[src/rtl/i2s_tx_pkg.sv]
package i2s_tx_pkg;

  typedef enum logic {
    CH_LEFT  = 1'b0,
    CH_RIGHT = 1'b1
  } chan_e;

  // out-of-range resolution selects the full word
  function automatic int unsigned clamp_width(input int unsigned res, input int unsigned max_w);
    if (res == 0 || res > max_w) return max_w;
    return res;
  endfunction

endpackage
[src/rtl/i2s_tx_clkgen.sv]
module i2s_tx_clkgen #(
  parameter int RATIO_W = 8
) (
  input  logic               clk_i,
  input  logic               rst_ni,
  input  logic               run_i,
  input  logic [RATIO_W-1:0] ratio_i,
  output logic               sck_o,
  output logic               fall_o
);
  localparam int CNT_W = RATIO_W + 1;

  logic [CNT_W-1:0] cnt_q;
  logic [CNT_W-1:0] last_w;
  logic             term_w;

  // half period is ratio+2 cycles, so the counter ends at ratio+1
  assign last_w = CNT_W'(ratio_i) + CNT_W'(1);
  assign term_w = (cnt_q == last_w);
  assign fall_o = run_i && term_w && sck_o;

  always_ff @(posedge clk_i or negedge rst_ni) begin
    if (!rst_ni) begin
      cnt_q <= '0;
      sck_o <= 1'b0;
    end else if (!run_i) begin
      cnt_q <= '0;
      sck_o <= 1'b0;
    end else if (term_w) begin
      cnt_q <= '0;
      sck_o <= ~sck_o;
    end else begin
      cnt_q <= cnt_q + CNT_W'(1);
    end
  end

endmodule
[src/rtl/i2s_tx_framer.sv]
module i2s_tx_framer
  import i2s_tx_pkg::*;
#(
  parameter int BIT_W = 6
) (
  input  logic             clk_i,
  input  logic             rst_ni,
  input  logic             run_i,
  input  logic             step_i,
  input  logic [BIT_W-1:0] width_i,
  output logic             ws_o,
  output logic             slot_start_o,
  output logic             fetch_ok_o
);
  logic [BIT_W-1:0] bit_q;
  chan_e            chan_q;
  logic             zero_q;
  logic             last_bit_w;

  assign last_bit_w   = (bit_q == width_i - BIT_W'(1));
  assign slot_start_o = step_i && last_bit_w;
  // the load for the left slot of frame two happens while the zero frame is still active
  assign fetch_ok_o   = !zero_q || (chan_q == CH_RIGHT);
  assign ws_o         = chan_q;

  always_ff @(posedge clk_i or negedge rst_ni) begin
    if (!rst_ni) begin
      bit_q  <= '0;
      chan_q <= CH_LEFT;
      zero_q <= 1'b1;
    end else if (!run_i) begin
      bit_q  <= '0;
      chan_q <= CH_LEFT;
      zero_q <= 1'b1;
    end else if (step_i) begin
      if (last_bit_w) begin
        bit_q <= '0;
        if (chan_q == CH_RIGHT) begin
          chan_q <= CH_LEFT;
          zero_q <= 1'b0;
        end else begin
          chan_q <= CH_RIGHT;
        end
      end else begin
        bit_q <= bit_q + BIT_W'(1);
      end
    end
  end

endmodule
[src/rtl/i2s_tx_shifter.sv]
module i2s_tx_shifter #(
  parameter int DATA_W = 32,
  parameter int BIT_W  = 6
) (
  input  logic              clk_i,
  input  logic              rst_ni,
  input  logic              run_i,
  input  logic              step_i,
  input  logic              load_i,
  input  logic [DATA_W-1:0] word_i,
  input  logic [BIT_W-1:0]  width_i,
  output logic              sd_o
);
  logic [DATA_W-1:0] sh_q;
  logic [DATA_W-1:0] align_w;
  logic [BIT_W-1:0]  shamt_w;

  // sample MSB moves to the top, bits above the width fall off
  assign shamt_w = BIT_W'(DATA_W) - width_i;
  assign align_w = word_i << shamt_w;

  always_ff @(posedge clk_i or negedge rst_ni) begin
    if (!rst_ni) begin
      sh_q <= '0;
      sd_o <= 1'b0;
    end else if (!run_i) begin
      sh_q <= '0;
      sd_o <= 1'b0;
    end else if (step_i) begin
      sd_o <= sh_q[DATA_W-1];
      sh_q <= load_i ? align_w : (sh_q << 1);
    end
  end

endmodule
[src/rtl/i2s_tx_serializer.sv]
module i2s_tx_serializer
  import i2s_tx_pkg::*;
#(
  parameter int DATA_W  = 32,
  parameter int RATIO_W = 8,
  parameter int RES_W   = 6
) (
  input  logic               clk_i,
  input  logic               rst_ni,
  input  logic               tx_en_i,
  input  logic [RATIO_W-1:0] ratio_i,
  input  logic [RES_W-1:0]   res_i,
  input  logic [DATA_W-1:0]  fifo_data_i,
  input  logic               fifo_empty_i,
  output logic               fifo_pop_o,
  output logic               sck_o,
  output logic               ws_o,
  output logic               sd_o
);
  localparam int BIT_W = $clog2(DATA_W) + 1;

  logic [RATIO_W-1:0] ratio_q;
  logic [BIT_W-1:0]   width_q;
  logic [BIT_W-1:0]   width_d;
  logic               fall_w;
  logic               slot_start_w;
  logic               fetch_ok_w;
  logic [DATA_W-1:0]  load_word_w;

  always_comb width_d = BIT_W'(clamp_width(32'(res_i), DATA_W));

  // configuration is frozen while transmitting
  always_ff @(posedge clk_i or negedge rst_ni) begin
    if (!rst_ni) begin
      ratio_q <= '0;
      width_q <= BIT_W'(DATA_W);
    end else if (!tx_en_i) begin
      ratio_q <= ratio_i;
      width_q <= width_d;
    end
  end

  i2s_tx_clkgen #(
    .RATIO_W(RATIO_W)
  ) u_clkgen (
    .clk_i  (clk_i),
    .rst_ni (rst_ni),
    .run_i  (tx_en_i),
    .ratio_i(ratio_q),
    .sck_o  (sck_o),
    .fall_o (fall_w)
  );

  i2s_tx_framer #(
    .BIT_W(BIT_W)
  ) u_framer (
    .clk_i       (clk_i),
    .rst_ni      (rst_ni),
    .run_i       (tx_en_i),
    .step_i      (fall_w),
    .width_i     (width_q),
    .ws_o        (ws_o),
    .slot_start_o(slot_start_w),
    .fetch_ok_o  (fetch_ok_w)
  );

  assign fifo_pop_o  = slot_start_w && fetch_ok_w && !fifo_empty_i;
  assign load_word_w = fifo_pop_o ? fifo_data_i : '0;

  i2s_tx_shifter #(
    .DATA_W(DATA_W),
    .BIT_W (BIT_W)
  ) u_shifter (
    .clk_i  (clk_i),
    .rst_ni (rst_ni),
    .run_i  (tx_en_i),
    .step_i (fall_w),
    .load_i (slot_start_w),
    .word_i (load_word_w),
    .width_i(width_q),
    .sd_o   (sd_o)
  );

endmodule
[config.mk]
export PLATFORM = sky130hd
export DESIGN_NAME = i2s_tx_serializer
export DESIGN_NICKNAME = d
export VERILOG_FILES = /design/src/rtl/i2s_tx_pkg.sv /design/src/rtl/i2s_tx_clkgen.sv /design/src/rtl/i2s_tx_framer.sv /design/src/rtl/i2s_tx_shifter.sv /design/src/rtl/i2s_tx_serializer.sv
export SDC_FILE = /design/constraint.sdc
export NUM_CORES = 1
export LEC_CHECK = 0
export ABC_CLOCK_PERIOD_IN_PS = 9300
export BUFFER_PORTS_ARGS = -buffer_cell sky130_fd_sc_hd__buf_2
export CELL_PAD_IN_SITES_DETAIL_PLACEMENT = 2
export CELL_PAD_IN_SITES_GLOBAL_PLACEMENT = 2
export CORE_ASPECT_RATIO = 1.75
export CORE_MARGIN = 2
export CORE_UTILIZATION = 37
export CTS_CLUSTER_SIZE = 8
export DETAILED_ROUTE_END_ITERATION = 6
export GPL_TIMING_DRIVEN = 0
export PLACE_DENSITY = 0.86
export SLEW_MARGIN = 20
export SYNTH_ARGS = -nofsm -noshare
export SYNTH_HDL_FRONTEND = slang
export SYNTH_SLANG_ARGS = --single-unit
[constraint.sdc]
create_clock -name clk_i -period 9.3 [get_ports clk_i]
set_input_delay 1.395 -clock clk_i [delete_from_list [all_inputs] [get_ports clk_i]]
set_output_delay 1.395 -clock clk_i [all_outputs]
set_load 0.05 [all_outputs]
---- After elaboration in Yosys (flattened, before gate mapping) ----
Index checks and enable logic that the tools add are counted.
storage, ports and cells
  flip-flop bits (word level) ............. 65
  input port bits ......................... 50
  output and inout bits ................... 4
  word-level logic and storage cells ...... 59
cells by class
  add/sub/neg operators ................... 5
  $lt $le $gt $ge ......................... 1
  eq/ne operators ......................... 6
  shift-type cells ........................ 1
  muxes and demuxes ....................... 24
  bitwise operators ....................... 1
  reduce and logical (&&, ||, !) cells .... 12
operators with widths
  kind                                                                      number
  32-bit two-way mux                                                        4
  32-bit by 6-bit left shift with 32-bit output                             1
  6-bit two-way mux                                                         5
  9-bit two-way mux                                                         2
  1-bit two-way mux                                                         13
  8-bit by 1-bit adder with 9-bit output (second input constant)            1
  9-bit by 1-bit adder with 9-bit output (second input constant)            1
  9-bit equality test                                                       1
  2-bit by 1-bit inequality test with 1-bit output (second input constant)  4
  6-bit by 1-bit adder with 6-bit output (second input constant)            1
  6-bit equality test                                                       1
  6-bit > comparator (second input constant)                                1
  6-bit logical NOT                                                         1
  6-bit by 1-bit subtractor with 6-bit output (second input constant)       1
  6-bit subtractor (first input constant)                                   1
  1-bit logical AND                                                         5
  3-bit AND reduction                                                       1
  1-bit logical NOT                                                         2
  1-bit logical OR                                                          2
  2-bit AND reduction                                                       1
  1-bit inverter                                                            1

---- Depth between registers and ports, before layout ----
Gate-level depths: netlist (run 1).
  depth in word-level cells ............... 12
  gate-level depth with buffers ........... 13
  gate-level depth less buffers ........... 9

---- Hierarchy ----
From an unflattened synthesis (run 1), not the netlist that was laid out.
unflattened totals
  cell total of the unflattened synthesis .. 581
  area total of the unflattened synthesis .. 5521.5 um^2
modules (own cells, without submodules)
  module             instances  cells each  area each (um^2)  sequential area each (um^2)
  i2s_tx_shifter     1          358         3375.7            825.8
  i2s_tx_clkgen      1          80          788.3             250.2
  i2s_tx_serializer  1          78          784.5             351.6
  i2s_tx_framer      1          65          573.0             201.4

---- Worst setup path after synthesis (run 1) ----
No wires, ideal clock.
  path type ............................... flip-flop to output port
  start ................................... register width_q[0]
  end ..................................... output fifo_pop_o
  arrival time ............................ 3.945 ns
  data required time ...................... 7.905 ns
  slack ................................... 3.960 ns
  cell stages (with the launch flop) ...... 13
  path buffers ............................ 4
  cell sequence ........................... dfrtp_1 > buf_6 > buf_1 > inv_1 > ha_1 > nor2b_1 > or3_1 > a31o_2 > or3_1 > buf_6 > or4_1 > buf_2 > nor2_1
between the ends
  word-level cells in the longest chain between the ends .. 5
RTL lines
  what                                         RTL line                 text
  start: declaration                           i2s_tx_serializer.sv:23  logic [BIT_W-1:0] width_q;
  start signal: assignment                     i2s_tx_serializer.sv:36  width_q <= BIT_W'(DATA_W);
  start signal: assignment                     i2s_tx_serializer.sv:39  width_q <= width_d;
  6-bit by 1-bit subtractor with 6-bit output  i2s_tx_framer.sv:20      assign last_bit_w = (bit_q == width_i - BIT_W'(1));
  6-bit equality test                          i2s_tx_framer.sv:20
  1-bit logical AND                            i2s_tx_framer.sv:21      assign slot_start_o = step_i && last_bit_w;
  1-bit logical AND (2 in a row)               i2s_tx_serializer.sv:67  assign fifo_pop_o = slot_start_w && fetch_ok_w && !fifo_empty_i;
  end: declaration                             i2s_tx_serializer.sv:15  output logic fifo_pop_o,
Every way passes these cells.

---- Worst setup path in the final report (run 1) ----
Ends and elaborated chain as after synthesis.

==> metrics.md, run 1 <==
| Metric | Value |
|---|---|
| Fin. max-slew vios | `0` |
| Layout cells sized above 1 | `0.2326` |
| Async SR Flop Fraction | `1.000` |
| Drt wl/cell | `between 20 and 30 um` |
| FF-to-FF End | `u_shifter.sh_q[27]` |
| Worst Setup Path Type | `register to output pin` |
| Compound-cell area share of the yosys netlist | `0.1539` |
| Global Route Usage Sum | `0.3011` |
| Drt via density | `roughly 6.3` |
| Post-Route WL | `roughly 22000 um` |
| Util after Layout | `0.4372` |
| RSZ-0062 raised after global routing | `false` |
| Cts hold-fix bufs | `0` |
| Met1 track demand over resource | `0.3077` |
| Die height | `~160 um` |
| Top delay family on crit path | `buffers and inverters` |
| H-tree Lvls | `3` |
| 1st-iter DRT viols | `~330` |
| CTS resizes | `0` |
| Clock root buffer | `clkbuf_16` |
| Sw Share | `0.3727` |
| Worst Hold Launch | `u_shifter.sh_q[7]` |
| Cells after synthesis | `approximately 580` |
| Slew HR | `0.2250` |
| Reg2Reg Depth | `13` |
| Crit path largest cell delay | `0.67 ns` |
| First-pass GRT wire length | `34300 um` |
| Post-Syn Area | `0.005260 mm^2` |
| Crit-path slowest cell | `buf_1` |
| Final Hold Viols | `0` |
| Worst-margin pin slew | `roughly 1.2 ns` |
| Synth Area in XOR/XNOR | `0.04757` |
| Setup violations, final | `0` |
| Buf/Inv on CP | `6` |
| Peak VDD IR | `about 0.089 mV` |
| Clock tree buffer depth | `2` |
| Post-Syn Nets | `around 630` |
| Top_reg_cell synth | `dfrtp_1` |
| Post-synth EDFFs | `0` |
| Remaining Overflow, GRT | `0` |
| CTS Buf Count | `9` |
| Synth warnings | `0` |
| Critical-path maximum fanout | `10` |
| Die X | `between 90 and 100 um` |
| R2R Setup Slk | `about 4.3 ns` |
| CP Launch Type | `register` |
| Critical Path RT | `7.91 ns` |
| Yosys reg bits | `65` |
| Setup TNS | `0 ns` |
| TritonCTS clock tree | `yes` |
| Status | `complete, no violations` |
| Ant. Diodes | `0` |
| M3 GR Usage | `0.04499` |
| Worst Hold Class | `register to register` |
| Worst-path clk slew | `roughly 0.07 ns` |
| Share of the yosys chip area belonging to registers | `0.3097` |
| Post-synthesis adder-cell area fraction | `0.01189` |
| Mux cell area share after synthesis | `0.2181` |
| DRT Pass-1 Iters | `5` |
| DRC viols | `0` |
| Via count | `between 5000 and 6000` |
| Worst Hold Path EP | `u_shifter.sh_q[8]` |
| Clk pwr share | `0.352` |
| Int Pwr | `around 630 uW` |
| Net load switching power | `376.3 uW` |
| Critical path depth | `13` |
| Gpl congestion | `between 0.8 and 0.9` |
| HPWL after DPL | `16440 um` |
| Worst-Skew Late Latency | `approximately 0.34 ns` |
| Die area | `around 0.015 mm^2` |
| Initial Util | `0.3782` |
| Core region area | `0.01391 mm^2` |
| Post-route ant nets | `0` |
| Largest net degree at the start of global routing | `57` |
| P_leak | `0.002525 uW` |
| Setup Buffers After CTS | `0` |
| Highest clock rate | `approximately 0.16 GHz` |
| Hold path depth | `2` |
| Antenna violations before repair | `0` |
| Vias in the first global route | `6010` |
| # rows | `57` |
| Main combinational cell family by area after synthesis | `multiplexers` |
| GR peak layer | `met2` |
| Avg Cell Area, Syn | `between 9 and 10 um^2` |
| Max Cap Viol | `0` |
| Reg2reg start | `width_q[0]` |
| Clock skew | `0.01393 ns` |
| Worst path cell trace | `buf_6 > buf_1 > inv_1 > ha_1 > nor2b_1 > or3_1 > a31o_2 > or3_1 > buf_6 > or4_1 > buf_2 > nor2_1 > buf_2` |
| Synth cell types | `between 60 and 70` |
| GR Util met2 | `0.5558` |
| Post-synthesis simple-gate area fraction | `0.2093` |
| Fin crit share | `0.6522` |
| # clock sinks | `65` |
| Area growth syn-to-layout | `15.58%` |
| CP Capture Type | `output pin` |
| Post-DP Area | `0.005772 mm^2` |
| Combinational power share | `0.341` |
| Design area | `0.006080 mm^2` |
| Buffers on Ports | `52` |
| Final net count | `roughly 700` |
| WP data arrival | `4.67 ns` |
| Pwr per Cell Area | `166.1 mW/mm^2` |
| I/O Pins | `54` |
| Final min period | `about 6.1 ns` |
| Reg power frac | `0.307` |
layout make-up:
cell class | instances | area, um^2
clock buffer | 9 | 225.2
inverter | 12 | 45.04
sequential | 65 | 1629
buffer | 43 | 215.2
timing repair buffer | 53 | 290.3
tap | 177 | 221.5
multi-input combinational | 456 | 3376
clock inverter | 7 | 77.57
fill | 1541 | 7828
synth_stat cells (12+ instances only):
| master | number | share of area |
|---|---|---|
| mux2i_1 | 28 | 0.053 |
| o21ai_0 | 27 | 0.026 |
| xnor2_1 | 13 | 0.022 |
| dfrtp_1 | 63 | 0.30 |
| nand3_1 | 30 | 0.029 |
| nor2_1 | 41 | 0.029 |
| a22oi_1 | 12 | 0.017 |
| mux2_2 | 19 | 0.041 |
| a21oi_1 | 30 | 0.029 |
| clkbuf_1 | 22 | 0.016 |
| xor2_1 | 13 | 0.022 |
| mux4_2 | 29 | 0.12 |
| nand2_1 | 91 | 0.065 |
worst max-delay path by stage:
stage / from / slack [ns] / to
final: width_q[0] / 3.23 / fifo_pop_o
after global routing: width_q[0] / 3.03 / fifo_pop_o
after CTS: width_q[0] / 3.20 / fifo_pop_o
after detailed placement: width_q[0] / 3.58 / fifo_pop_o
after global placement: width_q[0] / 3.76 / fifo_pop_o
after floorplan: width_q[0] / 3.96 / fifo_pop_o
cell families (layout without fill, tap and decap cells):
logic type               count (synthesis)  count (layout)
multiplexers                            76              76
AND/OR/NAND/NOR                        224             224
XOR/XNOR                                27              27
adder cells (fa/ha/maj)                  5               5
flip-flops                              65              65
buffers and inverters                   55             124
AO/OA/AOI/OAI                          124             124
cells in the final DEF, fill, tap and decap left out, drive strengths merged, types with 4 or more instances in the layout:
| master | synthesis | routed |
|---|---|---|
| nor3 | 8 | 8 |
| a31oi | 7 | 7 |
| mux2 | 19 | 19 |
| inv | 10 | 12 |
| a21oi | 31 | 31 |
| a221oi | 4 | 4 |
| clkinv | 2 | 5 |
| nor2 | 42 | 42 |
| dfrtp | 63 | 63 |
| mux2i | 28 | 28 |
| nand3 | 30 | 30 |
| ha | 5 | 5 |
| xor2 | 13 | 13 |
| mux4 | 29 | 29 |
| nand4 | 9 | 9 |
| a22oi | 13 | 13 |
| nand2 | 92 | 92 |
| buf | 21 | 74 |
| and3 | 5 | 5 |
| xnor2 | 13 | 13 |
| nor4 | 7 | 7 |
| clkbuf | 22 | 31 |
| o211ai | 5 | 5 |
| or4 | 4 | 4 |
| o21ai | 30 | 30 |
| and2 | 7 | 7 |
flip-flops by register name, indices dropped and copies added, names as in the netlist:
name and flops:
u_shifter.sh_q 32, u_clkgen.cnt_q 9, ratio_q 8, u_framer.bit_q 6
width_q 6, u_clkgen.sck_o 1, u_framer.ws_o 1, u_framer.zero_q 1
u_shifter.sd_o 1
power groups by stage:
stage / clock network, uW / logic, uW / registers, uW
6_report: 355 / 344 / 310
5_1_grt: 368 / 366 / 312
4_1_cts: 360 / 337 / 310
3_5_place_dp: 0 / 333 / 314
3_3_place_gp: 0 / 315 / 313
2_1_floorplan: 0 / 216 / 310
through the flow:
step	total power, uW	setup WS (ns)	cells	hold WS [ns]
floorplan	525.8	3.960	576	0.4464
global placement	627.7	3.757	805	0.4578
detailed placement	646.4	3.580	806	0.4848
CTS	1006	3.196	822	0.5072
global route	1046	3.031	822	0.5424
finish	1010	3.234	822	0.5117
layer usage:
metal	routed length [um]	up-vias
li1	-	2265
met1	7547	2670
met2	12000	192
met3	876	92
met4	1529	0
met5	0	-
worst reg2reg max path: cells and delay by family, from the launching register on:
family	cells	cell delay, ns
AOI/OAI and AO/OA	3	0.69
adders and majority gates	1	0.49
buffers and inverters	6	2.87
DFF	1	0.34
muxes	1	0.26
and+or+nand+nor	2	0.17
Note: power is estimated with default switching activity, not from simulation.
==> inputs of run 2 (changes only) <==
Settings changed: ABC_CLOCK_PERIOD_IN_PS 9300 to 5400, CORE_UTILIZATION 37 to 34, PLACE_DENSITY 0.86 to 0.83.
Clock period 9.3 ns to 5.4 ns, I/O delays scaled along.
==> run 2 against run 1 <==
Sequential cell count is the same. Clock-buffer cell count grew 1. Non-clock buffer count shrank 1. Critical path depth shrank 1. Clock power grew 68%. Cell count grew 0.85%. Global-route usage shrank 4.4 points. Worst setup slack lost 2.5 ns. Utilization shrank 3.9 points. Final area shrank 0.21%. Via count shrank 2.4%. Largest cell class unchanged. Largest power group unchanged. Highest routed layer unchanged.
==> metrics.md, run 2 (synthesized netlist as in run 1, its figures left out) <==
| Metric | Value |
|---|---|
| Setup TNS | `0 ns` |
| Top reg by flops | `u_shifter.sh_q` |
| Buffers on Ports | `between 50 and 60` |
| Worst-Skew Late Latency | `roughly 0.34 ns` |
| First-pass GRT wire length | `32840 um` |
| Die X | `~100 um` |
| Largest registers | `u_shifter.sh_q x32, u_clkgen.cnt_q x9, ratio_q x8` |
| Cts hold-fix bufs | `0` |
| Fin crit share | `0.8559` |
| Largest net degree at the start of global routing | `40` |
| Global Route Usage Sum | `0.2570` |
| Final hold slack | `between 0.3 and 0.4 ns` |
| Clock skew | `between 0.01 and 0.015 ns` |
| Final min period | `~4.6 ns` |
| CP Capture Type | `output pin` |
| TritonCTS clock tree | `yes` |
| Highest Signal Layer | `met4` |
| H-tree Lvls | `3` |
| Fin. max-slew vios | `0` |
| Core region area | `about 0.015 mm^2` |
| Worst-margin pin slew | `about 1.1 ns` |
| Post-route ant nets | `0` |
| DRC viols | `0` |
| Die area | `~0.017 mm^2` |
| Worst Hold Class | `input port to asynchronous set/reset pin` |
| Max Cap Viol | `0` |
| Commonest non-fill, non-tap cell in the layout | `nand2_1` |
| Initial Util | `0.3452` |
| # clock sinks | `between 60 and 70` |
| CP Launch Type | `register` |
| Highest clock rate | `between 0.2 and 0.25 GHz` |
| HPWL after DPL | `16140 um` |
| Vias in the first global route | `between 5000 and 6000` |
| Die height | `168.5 um` |
| Reg2Reg Depth | `11` |
| Ant. Diodes | `0` |
| Antenna violations before repair | `0` |
| Critical-path maximum fanout | `19` |
| RSZ-0062 raised after global routing | `false` |
| Via count | `between 5000 and 6000` |
| Status | `complete, no violations` |
| I/O Pins | `between 50 and 60` |
| Remaining Overflow, GRT | `0` |
| Slew HR | `0.2276` |
| DRT Pass-1 Iters | `4` |
| Worst-path clk slew | `around 0.06 ns` |
| Setup violations, final | `0` |
| Layout cells sized above 1 | `0.2302` |
| Peak VDD IR | `0.1567 mV` |
| Drt via density | `a little over 6` |
| Metal-1 WL | `7456 um` |
| Post-Route WL | `~21000 um` |
| Detailed route wirelength on metal2 | `about 11000 um` |
| Worst Setup Path Type | `register to output pin` |
| Drt wl/cell | `25.07 um` |
| Max reg flops | `32` |
| Final net count | `approximately 690` |
| Clock tree buffer depth | `2` |
| Gpl congestion | `between 0.9 and 1` |
| 1st-iter DRT viols | `roughly 270` |
| WL met3 | `just over 500 um` |
| Most frequent cells in the layout | `nand2_1 (91), dfrtp_1 (63), buf_2 (61), nor2_1 (41)` |
| Final Hold Viols | `0` |
| Clock root buffer | `clkbuf_16` |
| Area growth syn-to-layout | `15.34%` |
| CTS Buf Count | `9` |
| WP data arrival | `about 3.8 ns` |
| P_leak | `between 0.002 and 0.003 uW` |
| # rows | `60` |
| Critical Path RT | `between 4 and 5 ns` |
| Pwr per Cell Area | `approximately 280 mW/mm^2` |
[run 2: cell count changes in the layout (fill, tap and decap cells not counted), sizes merged]
cell	change
clkbuf	+1
buf	-1
inv	-2
[run 2: per-stage QoR]
stage | setup WS [ns] | instances | total power, uW | util | area (um^2)
global placement | 0.4348 | 814 | 1089 | 0.3775 | 5753
global route | 0.6011 | 829 | 1781 | 0.3981 | 6067
CTS | 0.7633 | 829 | 1708 | 0.3981 | 6067
detailed placement | 0.2902 | 815 | 1115 | 0.3790 | 5776
finish | 0.7779 | 829 | 1713 | 0.3981 | 6067
floorplan | 0.6447 | 576 | 905.5 | - | 5260
[run 2: path summary, 6_finish.rpt]
| kind | startpoint | end | slack (ns) |
|---|---|---|---|
| max in group asynchronous | rst_ni | u_framer.zero_q | 4.38 |
| worst min-delay path | rst_ni | u_shifter.sh_q[19] | 0.39 |
| worst max register to register | width_q[0] | u_shifter.sh_q[27] | 1.19 |
| min in group clk_i | u_shifter.sh_q[7] | u_shifter.sh_q[8] | 0.50 |
| worst min register to register | u_shifter.sh_q[7] | u_shifter.sh_q[8] | 0.50 |
| worst max-delay path | width_q[0] | fifo_pop_o | 0.78 |
[run 2: where the power goes]
group	leakage, uW	internal, uW	switching (uW)
combinational	0.00152	218	367
clock	0.000144	366	228
sequential	0.000849	510	22.4
total	0.00252	1090	618
[run 2: worst max-delay path: stages, from the launching register on]
cell	delay [ns]
dfrtp_1	0.35
buf_6	0.25
inv_1	0.20
ha_1	0.30
nor2b_1	0.15
or3_1	0.34
a31o_2	0.25
or3_1	0.38
buf_6	0.16
or4_1	0.46
buf_2	0.22
nor2_1	0.13
buf_2	0.27
[run 2: per-layer routing]
layer	up-vias	global-route usage
met5	-	0
met4	0	0.1600
li1	2251	-
met1	2645	0.2629
met3	66	0.03675
met2	131	0.4818
[run 2: what timing repair did]
item | 4_1_cts | 5_1_grt
endpoints found under the setup margin | 1 | 0
buffers inserted | 0 | 0
resized for setup | 0 | 0
hold endpoints to repair | 0 | 0
[run 2: area by class of cell]
type / count / area [um^2]
plain buffers: 42 / 211.5
clock buffers: 10 / 239.0
clock inverters: 5 / 56.30
fillers: 1715 / 9173
inverters: 12 / 45.04
multi-input cells: 456 / 3371
flip-flops and latches: 65 / 1629
well taps: 186 / 232.7
repair buffers: 53 / 282.8
==> inputs of run 3 (changes only) <==
Settings changed: RECOVER_POWER set to 50.
==> run 3 against run 2 <==
The run now ends with capacitance limit, slew limit left. Routed wire length is 0.34% lower. Global-route usage unchanged. Total power is 0.15% lower. Combinational power fell by 0.7%. Via count fell by 0.69%. Final area down 0.37%. Sequential cell count did not move. Clock skew about the same. Maximum frequency is essentially flat. Hold slack gained 0.11 ns. Sequential power barely moved.
==> metrics.md, run 3 (synthesized netlist as in run 1, its figures left out) <==
| Metric | Value |
|---|---|
| Worst-Skew Late Latency | `roughly 0.34 ns` |
| Largest registers | `u_shifter.sh_q x32, u_clkgen.cnt_q x9, ratio_q x8` |
| Max Cap Viol | `2` |
| Via count | `5058` |
| Critical Path RT | `approximately 4.6 ns` |
| Remaining Overflow, GRT | `0` |
| P_leak | `around 0.0025 uW` |
| Final min period | `~4.6 ns` |
| Slew HR | `-0.5206` |
| First-pass GRT wire length | `32840 um` |
| Top reg by flops | `u_shifter.sh_q` |
| Global Route Usage Sum | `0.2570` |
| Failing checks | `capacitance limit, slew limit` |
| Post-route ant nets | `0` |
| Dpl ws | `about 0.29 ns` |
| Top delay family on crit path | `simple AND/OR/NAND/NOR gates` |
| H-tree Lvls | `3` |
| Core region area | `between 0.015 and 0.02 mm^2` |
| Setup violations, final | `0` |
| Final hold slack | `around 0.5 ns` |
| Worst-path clk slew | `approximately 0.060 ns` |
| CP Capture Type | `output pin` |
| Number of fill cells | `about 1700` |
| Pwr per Cell Area | `282.9 mW/mm^2` |
| Clock tree buffer depth | `2` |
| Max reg flops | `32` |
| DRC viols | `0` |
| Drt wl/cell | `around 25 um` |
| Area growth syn-to-layout | `14.91%` |
| Crit-path slowest cell | `or4_1` |
| # clock sinks | `65` |
| Highest clock rate | `between 0.2 and 0.25 GHz` |
| RSZ-0062 raised after global routing | `false` |
| Most frequent cells in the layout | `nand2_1 (91), dfrtp_1 (63), buf_2 (59), nor2_1 (41)` |
| Initial Util | `0.3452` |
| Drt via density | `6.101` |
| Design Power | `1710 uW` |
| Post-Route WL | `20710 um` |
| TritonCTS clock tree | `yes` |
| Worst path cell trace | `buf_6 > inv_1 > ha_1 > nor2b_1 > or3_1 > a31o_2 > or3_1 > buf_6 > or4_1 > buf_2 > nor2_1 > buf_2` |
| Gpl congestion | `between 0.9 and 1` |
| Worst-margin pin slew | `2.281 ns` |
| Antenna violations before repair | `0` |
| Vias in the first global route | `approximately 5800` |
| Critical-path maximum fanout | `19` |
| Buffers on Ports | `52` |
| Final WS setup | `between 0.7 and 0.8 ns` |
| Fin crit share | `0.8555` |
| Commonest non-fill, non-tap cell in the layout | `nand2_1` |
| CTS resizes | `0` |
| Buf/Inv on CP | `5` |
| CP Launch Type | `register` |
| Ant. Diodes | `0` |
| Layout cells sized above 1 | `0.2240` |
| Clock skew | `approximately 0.012 ns` |
| Setup TNS | `0 ns` |
| Die X | `98.03 um` |
| WP data arrival | `~3.8 ns` |
| CTS Buf Count | `9` |
| Die height | `between 150 and 200 um` |
| Worst Hold Class | `register to register` |
| Clock root buffer | `clkbuf_16` |
| # rows | `60` |
| Largest net degree at the start of global routing | `40` |
| Peak VDD IR | `0.1584 mV` |
| Status | `finished, violations left` |
| Worst Setup Path Type | `register to output pin` |
| 1st-iter DRT viols | `260` |
| HPWL after DPL | `16140 um` |
| DRT Pass-1 Iters | `4` |
| Fin. max-slew vios | `between 60 and 70` |
| Final Hold Viols | `0` |
| I/O Pins | `54` |
| Crit path largest cell delay | `between 0.4 and 0.5 ns` |
| Final net count | `roughly 690` |
| Die area | `approximately 0.017 mm^2` |
run 3: cell types whose count changed in the layout (fill, tap and decap cells not counted):
cell,before,now
buf_2,61,59
buf_4,2,1
buf_12,1,0
clkbuf_1,22,26
run 3: worst reg2reg max path, delay by kind of cell, from the launching register on:
kind                       cells  cell delay (ns)
adders and majority gates      1             0.45
buffers and inverters          5             2.08
AOI/OAI and AO/OA              3             0.69
DFF                            1             0.35
and+or+nand+nor                1             0.08
muxes                          1             0.40
run 3: worst paths after layout:
check / start / end / slack (ns) / depth (start not counted)
max in group asynchronous: rst_ni / u_shifter.sd_o / 1.73 / 2
worst max-delay path: width_q[0] / fifo_pop_o / 0.78 / 12
min in group asynchronous: rst_ni / u_shifter.sh_q[19] / 0.84 / 1
worst min-delay path: u_shifter.sh_q[7] / u_shifter.sh_q[8] / 0.50 / 2
worst min register to register: u_shifter.sh_q[7] / u_shifter.sh_q[8] / 0.50 / 2
worst max register to register: width_q[0] / u_shifter.sh_q[27] / 1.18 / 11
run 3: cell type report:
class,count,area (um^2),area share
multi-input cells,456,3371,0.5576
flip-flops and latches,65,1629,0.2695
repair buffers,53,260.3,0.04306
clock buffers,10,239.0,0.03954
well taps,186,232.7,0.03850
plain buffers,42,211.5,0.03498
clock inverters,5,56.30,0.009315
inverters,12,45.04,0.007452
run 3: repair_timing:
item	CTS	global route
setup endpoints to repair	1	0
hold buffers	0	0
buffers inserted	0	0
run 3: through the flow:
| stage | instances | util | area [um^2] |
|---|---|---|---|
| global placement | 814 | 0.3775 | 5753 |
| CTS | 829 | 0.3981 | 6067 |
| global route | 829 | 0.3966 | 6045 |
| finish | 829 | 0.3966 | 6045 |
| floorplan | 576 | - | 5260 |
| detailed placement | 815 | 0.3790 | 5776 |
run 3: routing by layer:
metal	vias up	track usage	share of wire
met5	-	0	0
met4	0	0.1600	0.068
met3	68	0.03675	0.029
met2	136	0.4818	0.55
met1	2598	0.2629	0.35
li1	2256	-	-
run 3: power by group:
group | internal (uW) | switching [uW]
Combinational | 217 | 366
Clock | 366 | 229
Sequential | 510 | 22.3
